[config.mk]
export PLATFORM = sky130hd
export DESIGN_NAME = lvds7_deser
export DESIGN_NICKNAME = d
export VERILOG_FILES = /design/src/rtl/lvds7_pkg.sv /design/src/rtl/lvds7_lane_shift.sv /design/src/rtl/lvds7_framer.sv /design/src/rtl/lvds7_outctl.sv /design/src/rtl/lvds7_deser.sv
export SDC_FILE = /design/constraint.sdc
export NUM_CORES = 1
export LEC_CHECK = 0
export CAP_MARGIN = 20
export CORE_MARGIN = 10
export CORE_UTILIZATION = 50
export DETAILED_ROUTE_END_ITERATION = 12
export PLACE_DENSITY = 0.74
export SLEW_MARGIN = 15
export SYNTH_ARGS = -nofsm -noshare
export SYNTH_HDL_FRONTEND = slang
export SYNTH_SLANG_ARGS = --single-unit
[constraint.sdc]
create_clock -name clk_i -period 2.42 [get_ports clk_i]
set_clock_uncertainty 0.05 [all_clocks]
set_input_delay 0.605 -clock clk_i [delete_from_list [all_inputs] [get_ports clk_i]]
set_output_delay 0.605 -clock clk_i [all_outputs]
set_load 0.01 [all_outputs]
[src/rtl/lvds7_pkg.sv]
package lvds7_pkg;
  typedef enum logic [1:0] {
    OUT_HIZ  = 2'd0,
    OUT_ZERO = 2'd1,
    OUT_LIVE = 2'd2
  } out_mode_e;
endpackage

[src/rtl/lvds7_lane_shift.sv]
module lvds7_lane_shift #(
  parameter int NLANE = 5,
  parameter int SER   = 7
) (
  input  logic                       clk_i,
  input  logic                       rst_ni,
  input  logic [NLANE-1:0]           bit_i,
  input  logic [NLANE-1:0]           open_i,
  output logic [NLANE-1:0][SER-1:0]  sr_o
);
  // newest bit enters at LSB; open lane reads high
  always_ff @(posedge clk_i or negedge rst_ni) begin
    if (!rst_ni) begin
      sr_o <= '0;
    end else begin
      for (int l = 0; l < NLANE; l++) begin
        sr_o[l] <= {sr_o[l][SER-2:0], bit_i[l] | open_i[l]};
      end
    end
  end
endmodule

[src/rtl/lvds7_framer.sv]
module lvds7_framer #(
  parameter int             SER        = 7,
  parameter int             NDAT       = 4,
  parameter logic [SER-1:0] PAT        = 7'b1100011,
  parameter int             LOCK_WORDS = 4,
  localparam int            PW         = $clog2(SER),
  localparam int            WW         = NDAT * SER
) (
  input  logic                      clk_i,
  input  logic                      rst_ni,
  input  logic [SER-1:0]            clk_sr_i,
  input  logic [NDAT-1:0][SER-1:0]  dat_sr_i,
  output logic [WW-1:0]             word_o,
  output logic                      wvalid_o,
  output logic                      locked_o,
  output logic [PW-1:0]             phase_o
);
  localparam int GW = $clog2(LOCK_WORDS + 1);
  localparam logic [GW-1:0] GOOD_MAX = GW'(LOCK_WORDS);
  localparam logic [GW-1:0] GOOD_PRE = GW'(LOCK_WORDS - 1);
  localparam logic [PW-1:0] PH_LAST  = PW'(SER - 1);

  logic [GW-1:0] good_q;
  logic [WW-1:0] word_d;
  logic          match, hunting, boundary, take, lost;

  assign match    = (clk_sr_i == PAT);
  assign hunting  = (good_q == '0);
  assign boundary = (phase_o == PH_LAST);
  assign take     = match && (hunting || boundary);
  assign lost     = !hunting && boundary && !match;
  assign locked_o = (good_q == GOOD_MAX);

  // oldest bit (bit 0) sits at the MSB of each shift register
  for (genvar i = 0; i < NDAT; i++) begin : g_lane
    for (genvar k = 0; k < SER; k++) begin : g_bit
      assign word_d[i*SER+k] = dat_sr_i[i][SER-1-k];
    end
  end

  always_ff @(posedge clk_i or negedge rst_ni) begin
    if (!rst_ni) begin
      phase_o  <= '0;
      good_q   <= '0;
      word_o   <= '0;
      wvalid_o <= 1'b0;
    end else begin
      wvalid_o <= take && (good_q >= GOOD_PRE);
      if (take) begin
        phase_o <= '0;
        word_o  <= word_d;
        if (good_q != GOOD_MAX) good_q <= good_q + 1'b1;
      end else begin
        phase_o <= boundary ? '0 : phase_o + 1'b1;
        if (lost) good_q <= '0;
      end
    end
  end

  AST_PHASE_RANGE: assert property (@(posedge clk_i) disable iff (!rst_ni)
    phase_o <= PH_LAST);
  AST_LOCK_DROP: assert property (@(posedge clk_i) disable iff (!rst_ni)
    lost |=> !locked_o);
  AST_LOCK_WITH_WORD: assert property (@(posedge clk_i) disable iff (!rst_ni)
    $rose(locked_o) |-> wvalid_o);
  AST_PULSE_ONE: assert property (@(posedge clk_i) disable iff (!rst_ni)
    wvalid_o |=> !wvalid_o);
endmodule

[src/rtl/lvds7_outctl.sv]
module lvds7_outctl
  import lvds7_pkg::*;
#(
  parameter int  SER           = 7,
  parameter int  WW            = 28,
  parameter int  CLK_HIGH      = 4,
  parameter int  LOCK_WAIT_CYC = 1000,
  localparam int PW            = $clog2(SER)
) (
  input  logic          clk_i,
  input  logic          rst_ni,
  input  logic          pd_ni,
  input  logic          oe_i,
  input  logic          edge_sel_i,
  input  logic [WW-1:0] word_i,
  input  logic          wvalid_i,
  input  logic [PW-1:0] phase_i,
  output logic [WW-1:0] pix_o,
  output logic          pix_oe_o,
  output logic          pclk_o,
  output logic          pclk_oe_o,
  output logic          valid_o
);
  localparam int WCW = $clog2(LOCK_WAIT_CYC + 1);
  localparam logic [WCW-1:0] WAIT_MAX = WCW'(LOCK_WAIT_CYC);
  localparam logic [PW-1:0]  FALL_PH  = PW'(CLK_HIGH);
  localparam logic [PW-1:0]  RISE_PH  = PW'(SER - CLK_HIGH + 1);

  logic [WCW-1:0] wait_q;
  logic           ready, clk_raw, live;
  out_mode_e      mode;

  assign ready = (wait_q == WAIT_MAX);

  always_ff @(posedge clk_i or negedge rst_ni) begin
    if (!rst_ni)     wait_q <= '0;
    else if (!pd_ni) wait_q <= '0;
    else if (!ready) wait_q <= wait_q + 1'b1;
  end

  always_comb begin
    if (!pd_ni)              mode = OUT_HIZ;
    else if (!ready || !oe_i) mode = OUT_ZERO;
    else                      mode = OUT_LIVE;
  end

  // strobe edge lands at mid-word in both polarities
  assign clk_raw   = edge_sel_i ? ((phase_i == '0) || (phase_i >= RISE_PH))
                                : (phase_i < FALL_PH);
  assign live      = (mode == OUT_LIVE);
  assign pix_oe_o  = (mode != OUT_HIZ);
  assign pclk_oe_o = (mode != OUT_HIZ);
  assign pix_o     = live ? word_i : '0;
  assign pclk_o    = live && clk_raw;
  assign valid_o   = live && wvalid_i;

  AST_PD_RELEASE: assert property (@(posedge clk_i) disable iff (!rst_ni)
    !pd_ni |-> !pix_oe_o && !pclk_oe_o);
  AST_OE_ZERO: assert property (@(posedge clk_i) disable iff (!rst_ni)
    pd_ni && !oe_i |-> pix_oe_o && pclk_oe_o && pix_o == '0 && !pclk_o && !valid_o);
  AST_WAIT_RESTART: assert property (@(posedge clk_i) disable iff (!rst_ni)
    !pd_ni |=> !ready);
  AST_VALID_LIVE: assert property (@(posedge clk_i) disable iff (!rst_ni)
    valid_o |-> pd_ni && oe_i);
endmodule

[src/rtl/lvds7_deser.sv]
module lvds7_deser #(
  parameter int             LANES         = 4,
  parameter int             SER           = 7,
  parameter logic [SER-1:0] CLK_PAT       = 7'b1100011,
  parameter int             LOCK_WORDS    = 4,
  parameter int             CLK_HIGH      = 4,
  parameter int             LOCK_WAIT_CYC = 1000
) (
  input  logic                 clk_i,
  input  logic                 rst_ni,
  input  logic                 pd_ni,
  input  logic                 oe_i,
  input  logic                 edge_sel_i,
  input  logic [LANES-1:0]     dat_lane_i,
  input  logic                 clk_lane_i,
  input  logic [LANES:0]       lane_open_i,
  output logic [LANES*SER-1:0] pix_o,
  output logic                 pix_oe_o,
  output logic                 pclk_o,
  output logic                 pclk_oe_o,
  output logic                 valid_o,
  output logic                 locked_o
);
  localparam int WW = LANES * SER;
  localparam int PW = $clog2(SER);

  logic [LANES:0][SER-1:0]   sr;
  logic [LANES-1:0][SER-1:0] dat_sr;
  logic [WW-1:0]             word;
  logic                      wvalid;
  logic [PW-1:0]             phase;

  assign dat_sr = sr[LANES-1:0];

  lvds7_lane_shift #(.NLANE(LANES + 1), .SER(SER)) u_shift (
    .clk_i  (clk_i),
    .rst_ni (rst_ni),
    .bit_i  ({clk_lane_i, dat_lane_i}),
    .open_i (lane_open_i),
    .sr_o   (sr)
  );

  lvds7_framer #(.SER(SER), .NDAT(LANES), .PAT(CLK_PAT), .LOCK_WORDS(LOCK_WORDS)) u_framer (
    .clk_i    (clk_i),
    .rst_ni   (rst_ni),
    .clk_sr_i (sr[LANES]),
    .dat_sr_i (dat_sr),
    .word_o   (word),
    .wvalid_o (wvalid),
    .locked_o (locked_o),
    .phase_o  (phase)
  );

  lvds7_outctl #(.SER(SER), .WW(WW), .CLK_HIGH(CLK_HIGH), .LOCK_WAIT_CYC(LOCK_WAIT_CYC)) u_out (
    .clk_i      (clk_i),
    .rst_ni     (rst_ni),
    .pd_ni      (pd_ni),
    .oe_i       (oe_i),
    .edge_sel_i (edge_sel_i),
    .word_i     (word),
    .wvalid_i   (wvalid),
    .phase_i    (phase),
    .pix_o      (pix_o),
    .pix_oe_o   (pix_oe_o),
    .pclk_o     (pclk_o),
    .pclk_oe_o  (pclk_oe_o),
    .valid_o    (valid_o)
  );

  AST_VALID_LOCKED: assert property (@(posedge clk_i) disable iff (!rst_ni)
    valid_o |-> locked_o);
endmodule

==> reports/qor.csv, run 1 <==
stage;metric;value;unit
setup_path;worstPathArrival;1860;ps
setup_path;reg2reg_from;u_framer.good_q[0]$_DFFE_PN0P_;
logic_synthesis;synth.most_common_cell;dfrtp_1;
clock_network;path_clk_slew;80;ps
routing;wl;6.102;mm
global_routing;grt_pass1_wl;10.62;mm
logic_synthesis;synth_cell_types;38;
sta;hold_viol_final;0;
placed_design;gp_congestion;0.7938;
sta;finalCritPeriodShare;104.0;%
global_routing;grt-ovfl-total;0;
logic_synthesis;synth_area_leaders;dfrtp_1 (63%), mux2_2 (9.5%), and2_1 (7.1%), ha_1 (2.0%), xnor2_1 (1.6%);
logic_synthesis;yosysSeqAreaShare;62.82;%
routing;drtIter0Drc;82;
global_routing;grt_pass1_vias;2192;
logic_synthesis;yosys.area.top_type_share;62.82;%
pwr;finalPower;3.036;mW
clock_network;holdBufCountCts;0;
placed_design;portBuffers;47;
routing;wl_per_cell;15.49;um
logic_synthesis;async_flop_share;100.0;%
placed_design;dp.cells;371;
status;violations;negative setup slack;
floorplanning;start_util;50.77;%
setup_path;required;1760;ps
status;outcome;finished, violations left;
clock_network;numCtsBuffers;9;
clock_network;cts.sinks;80;
logic_synthesis;synthesis.area;0.003187;mm^2
floorplanning;die_x;99.84;um
setup_path;endpoint_kind;primary output;
floorplanning;dieArea;0.009967;mm^2
pwr;power.density;746.3;mW/mm^2
sta;maxSlewViolCount;0;
clock_network;cts_tree;done;
cells_and_area;nets;332;
clock_network;insertion_delay;350;ps
sta;hold_ws;190.9;ps
routing;ant_nets;0;
placed_design;post-place-ws;-715.4;ps
logic_synthesis;ys_ff_latch;80;
cells_and_area;post-route-util;64.80;%
cells_and_area;fin_area;0.004068;mm^2
cells_and_area;fin_cells;394;
setup_path;crit_start;u_out.wait_q[4]$_DFFE_PN0P_;
sta;slew_headroom;61.59;%
cells_and_area;syn_to_final_growth;27.64;%
global_routing;grt_max_degree;50;
logic_synthesis;synth_top_area_cell;dfrtp_1;
sta;worstMarginPinSlew;576.2;ps
cells_and_area;n_antenna_cell;0;
clock_network;clockBufferDepth;2;
pwr;vdd_ir_drop_max;0.5162;mV
sta;max_freq;397.4;MHz
sta;finalWorstSetupSlack;-96.50;ps
setup_path;critPathKind;flip-flop to primary output;
setup_path;start_kind;flip-flop;
placed_design;place_area;0.003819;mm^2
placed_design;dp_hpwl;4.034;mm
routing;detail_route.vias_per_cell;5.160;
sta;rsz0062_at_grt;yes;
logic_synthesis;synth_ff_type;dfrtp_1;
clock_network;cts-root-buf;clkbuf_8;
setup_path;critical_path.max_fanout;5;
floorplanning;core_area;0.006277;mm^2
logic_synthesis;synth_nets;260;
logic_synthesis;synth_edf_count;0;
logic_synthesis;synth_common_cells;dfrtp_1 (80), and2_1 (36), mux2_2 (27);
routing;via_count;2033;
floorplanning;num_rows;29;
logic_synthesis;syn_inst;240;
logic_synthesis;ys_warn_count;0;
pwr;leakagePower;1.940;nW
sta;final-setup-viol-count;21;
floorplanning;die_y;99.84;um
cells_and_area;fillCellCount;478;
hold_path;hp-class;input port to async pin;
clock_network;htree_levels;3;
routing;drc_errors;0;
logic_synthesis;avgSynthCellArea;13.28;um^2
routing;dr.pass1.iters;6;
global_routing;grt.total_usage;13.24;%
sta;tns;-653.8;ps
sta;min_period;2516;ps
job;maxCapViolCount;0;
global_routing;antenna_found_initial;0;
cells_and_area;post_route_cells_drive_above_1_share;37.54;%
floorplanning;pin_count;48;
-- final cells by class --
type | instances | area, um^2 | share of cell area (%)
clock buffer | 9 | 123.9 | 3.045
multi-input combinational | 141 | 1111 | 27.31
tap | 77 | 96.34 | 2.369
timing repair buffer | 71 | 575.6 | 14.15
clock inverter | 7 | 125.1 | 3.076
sequential | 80 | 2002 | 49.22
inverter | 9 | 33.78 | 0.8305
-- cells in the final DEF (no fill, tap or decap), types with 2 or more instances in the layout --
| cell | n |
|---|---|
| dfrtp_1 | 80 |
| and2_1 | 28 |
| mux2_2 | 27 |
| buf_2 | 23 |
| buf_4 | 19 |
| clkdlybuf4s50_1 | 14 |
| buf_6 | 11 |
| clkbuf_8 | 9 |
| inv_1 | 8 |
| and2_4 | 8 |
| nand2_1 | 7 |
| nand3_1 | 7 |
| o21ai_0 | 6 |
| xnor2_1 | 6 |
| nor3_1 | 5 |
| or2_2 | 5 |
| ha_1 | 5 |
| nand3b_1 | 4 |
| nor2_1 | 4 |
| inv_6 | 4 |
| a21oi_1 | 3 |
| bufinv_16 | 3 |
| a211oi_1 | 2 |
| and4_1 | 2 |
-- sequential cells by signal (all words and copies together) (netlist names) --
register / count
u_framer.word_o: 28
u_out.wait_q: 10
u_shift.sr_o: 35
u_framer.wvalid_o: 1
u_framer.phase_o: 3
u_framer.good_q: 3
-- routing by layer --
metal | track usage (%) | routed length (um) | vias up
li1 | - | - | 953
met3 | 5.151 | 381 | 11
met5 | 0 | 0 | -
met4 | 4.961 | 87 | 0
met1 | 15.94 | 2673 | 1024
met2 | 21.01 | 2960 | 45
-- path summary, 6_finish.rpt --
check	to	slack, ps	cells past startpoint
worst max-delay path	valid_o	-100	8
worst min-delay path	u_shift.sr_o[34]$_DFF_PN0_	190	1
worst max register to register	u_framer.word_o[12]$_DFFE_PN0P_	500	7
worst min register to register	u_shift.sr_o[32]$_DFF_PN0_	320	0
max in group asynchronous	u_shift.sr_o[13]$_DFF_PN0_	1510	2
min in group clk_i	u_shift.sr_o[32]$_DFF_PN0_	320	0
-- repair_timing --
item	CTS	global route
setup endpoints to repair	33	30
pin swaps	9	2
gates resized for setup	142	9
cloned	2	0
setup buffers	3	3
-- power breakdown --
group	internal (mW)	leakage (nW)	switching (mW)	total [mW]
combinational	0.144	0.851	0.131	0.275
clock	0.700	0.125	0.514	1.21
sequential	1.46	0.964	0.0868	1.55
total	2.30	1.94	0.732	3.04
-- cell families after synthesis --
kind of cell	Yosys count	share of synthesized area, %
buffers and inverters	19	3.415
and+or+nand+nor	83	16.10
DFF	80	62.82
xor gates and xnor gates	7	1.924
adders and majority gates	5	1.963
AOI/OAI and AO/OA	18	3.887
muxes	28	9.894
-- worst max-delay path, cell delays in order (launching register included) --
cell      delay [ps]
dfrtp_1          390
and4bb_1         270
nand4_2          150
nor2_4           130
buf_6            120
buf_6            110
buf_6            100
and2_4           140
buf_6             90
Note: power is estimated with default switching activity, not from simulation.
==> inputs of run 2 (changes only) <==
MAX_ROUTING_LAYER = met4   (was not set)
==> run 2 against run 1 <==
  * The flow still finishes with violations (negative setup slack)
  * Sequential cell count unchanged
  * Total power about the same
  * Global-route usage increased by 0.40 points
  * Maximum frequency decreased by 0.14%
  * Combinational power about the same
  * Critical path type unchanged
==> reports/qor.csv, run 2 (synthesized netlist as in run 1, its figures left out) <==
stage;metric;value;unit
cells_and_area;nets;332;
floorplanning;die_y;99.84;um
clock_network;holdBufCountCts;0;
routing;ant_nets;0;
global_routing;grt_max_degree;50;
floorplanning;die_x;99.84;um
status;violations;negative setup slack;
routing;drtIter0Drc;80;
sta;rsz0062_at_grt;yes;
job;maxCapViolCount;0;
routing;wl_met2;2.946;mm
cells_and_area;syn_to_final_growth;27.29;%
sta;worstMarginPinSlew;584.1;ps
routing;top_layer;met4;
setup_path;start_kind;flip-flop;
routing;wl_per_cell;15.53;um
cells_and_area;n_antenna_cell;0;
routing;wl;6.118;mm
clock_network;cts-root-buf;clkbuf_8;
setup_path;required;1760;ps
floorplanning;pin_count;48;
pwr;power.density;748.0;mW/mm^2
sta;hold_ws;195.6;ps
status;outcome;finished, violations left;
floorplanning;start_util;50.77;%
placed_design;gp_congestion;0.8050;
global_routing;grt.total_usage;13.64;%
global_routing;grt_pass1_vias;2198;
cells_and_area;largest_reg_flops;35;
cells_and_area;fin_cells;394;
floorplanning;num_rows;29;
cells_and_area;top_register;u_shift.sr_o;
global_routing;grt-ovfl-total;0;
routing;detail_route.vias_per_cell;5.185;
sta;final-setup-viol-count;21;
setup_path;critPathKind;flip-flop to primary output;
clock_network;insertion_delay;350;ps
setup_path;critical_path.max_fanout;5;
sta;tns;-713.9;ps
cells_and_area;final_cell_mix;dfrtp_1 (80), and2_1 (30), mux2_2 (27), buf_2 (24), buf_4 (19);
clock_network;clockBufferDepth;2;
cells_and_area;post_route_cells_drive_above_1_share;36.91;%
sta;finalWorstSetupSlack;-99.90;ps
cells_and_area;reg.largest.list;u_shift.sr_o (35), u_framer.word_o (28), u_out.wait_q (10);
floorplanning;dieArea;0.009967;mm^2
cells_and_area;layout_commonest_cell;dfrtp_1;
routing;drc_errors;0;
setup_path;crit_start;u_out.wait_q[4]$_DFFE_PN0P_;
placed_design;portBuffers;47;
global_routing;antenna_found_initial;0;
clock_network;cts_tree;done;
sta;min_period;2520;ps
routing;met3_length;332;um
clock_network;path_clk_slew;80;ps
sta;maxSlewViolCount;0;
global_routing;grt_pass1_wl;10.59;mm
clock_network;cts.sinks;80;
setup_path;worstPathArrival;1860;ps
routing;dr.pass1.iters;4;
placed_design;dp_hpwl;4.034;mm
hold_path;hp-class;input port to async pin;
pwr;vdd_ir_drop_max;0.5164;mV
sta;slew_headroom;61.06;%
setup_path;reg2reg_from;u_framer.good_q[0]$_DFFE_PN0P_;
floorplanning;core_area;0.006277;mm^2
sta;finalCritPeriodShare;104.1;%
pwr;leakagePower;1.937;nW
clock_network;numCtsBuffers;9;
setup_path;endpoint_kind;primary output;
routing;via_count;2043;
sta;hold_viol_final;0;
placed_design;dp.cells;371;
routing;drt-met1-wl;2.755;mm
clock_network;htree_levels;3;
sta;max_freq;396.8;MHz
run 2: cell counts in the layout (fill, tap and decap cells not counted):
Identical to the previous run, type by type.
run 2: per-layer routing:
metal | global-route usage, % | vias to the layer above
met5 | - | -
met4 | 4.961 | 0
met3 | 4.670 | 11
met2 | 20.96 | 57
met1 | 16.33 | 1020
li1 | - | 955
run 2: layout make-up:
| cell class | count | area [um^2] |
|---|---|---|
| clock buffers | 9 | 123.9 |
| well taps | 77 | 96.34 |
| fillers | 482 | 2221 |
| inverters | 9 | 33.78 |
| flip-flops and latches | 80 | 2002 |
| repair buffers | 71 | 569.3 |
| multi-input cells | 141 | 1106 |
| clock inverters | 7 | 125.1 |
run 2: path summary, 6_finish.rpt:
check,endpoint,slack (ps),cells after the start
worst max-delay path,valid_o,-100,8
worst min-delay path,u_shift.sr_o[34]$_DFF_PN0_,200,1
worst max register to register,u_framer.word_o[12]$_DFFE_PN0P_,510,7
worst min register to register,u_shift.sr_o[32]$_DFF_PN0_,320,0
max in group asynchronous,u_framer.phase_o[2]$_DFF_PN0_,1510,2
min in group clk_i,u_shift.sr_o[32]$_DFF_PN0_,320,0
run 2: metrics by stage:
step,setup WS [ps],power [mW],util (%),area (um^2)
3_3_place_gp,-716.3,1.833,60.83,3819
2_1_floorplan,247.4,1.727,-,3187
4_1_cts,-100.4,3.077,64.04,4020
6_report,-99.90,3.034,64.62,4056
3_5_place_dp,-715.4,1.848,60.83,3819
5_1_grt,-204.5,3.184,64.62,4056
run 2: report_power, final:
| part | leakage (nW) | switching (mW) | internal, mW |
|---|---|---|---|
| clock | 0.125 | 0.513 | 0.700 |
| sequential | 0.964 | 0.0866 | 1.46 |
| combinational | 0.848 | 0.130 | 0.144 |
| total | 1.94 | 0.730 | 2.30 |
run 2: critical path, stage by stage (launching register included):
cell      delay [ps]
dfrtp_1          390
and4bb_1         270
nand4_2          150
nor2_4           130
buf_6            120
buf_6            120
buf_6            100
and2_4           140
buf_6             90
run 2: timing repair:
| item | 4_1_cts | 5_1_grt |
|---|---|---|
| pin swaps | 9 | 2 |
| setup endpoints to repair | 33 | 30 |
| resized for setup | 142 | 6 |
| cloned | 2 | 0 |
| buffers inserted | 3 | 3 |
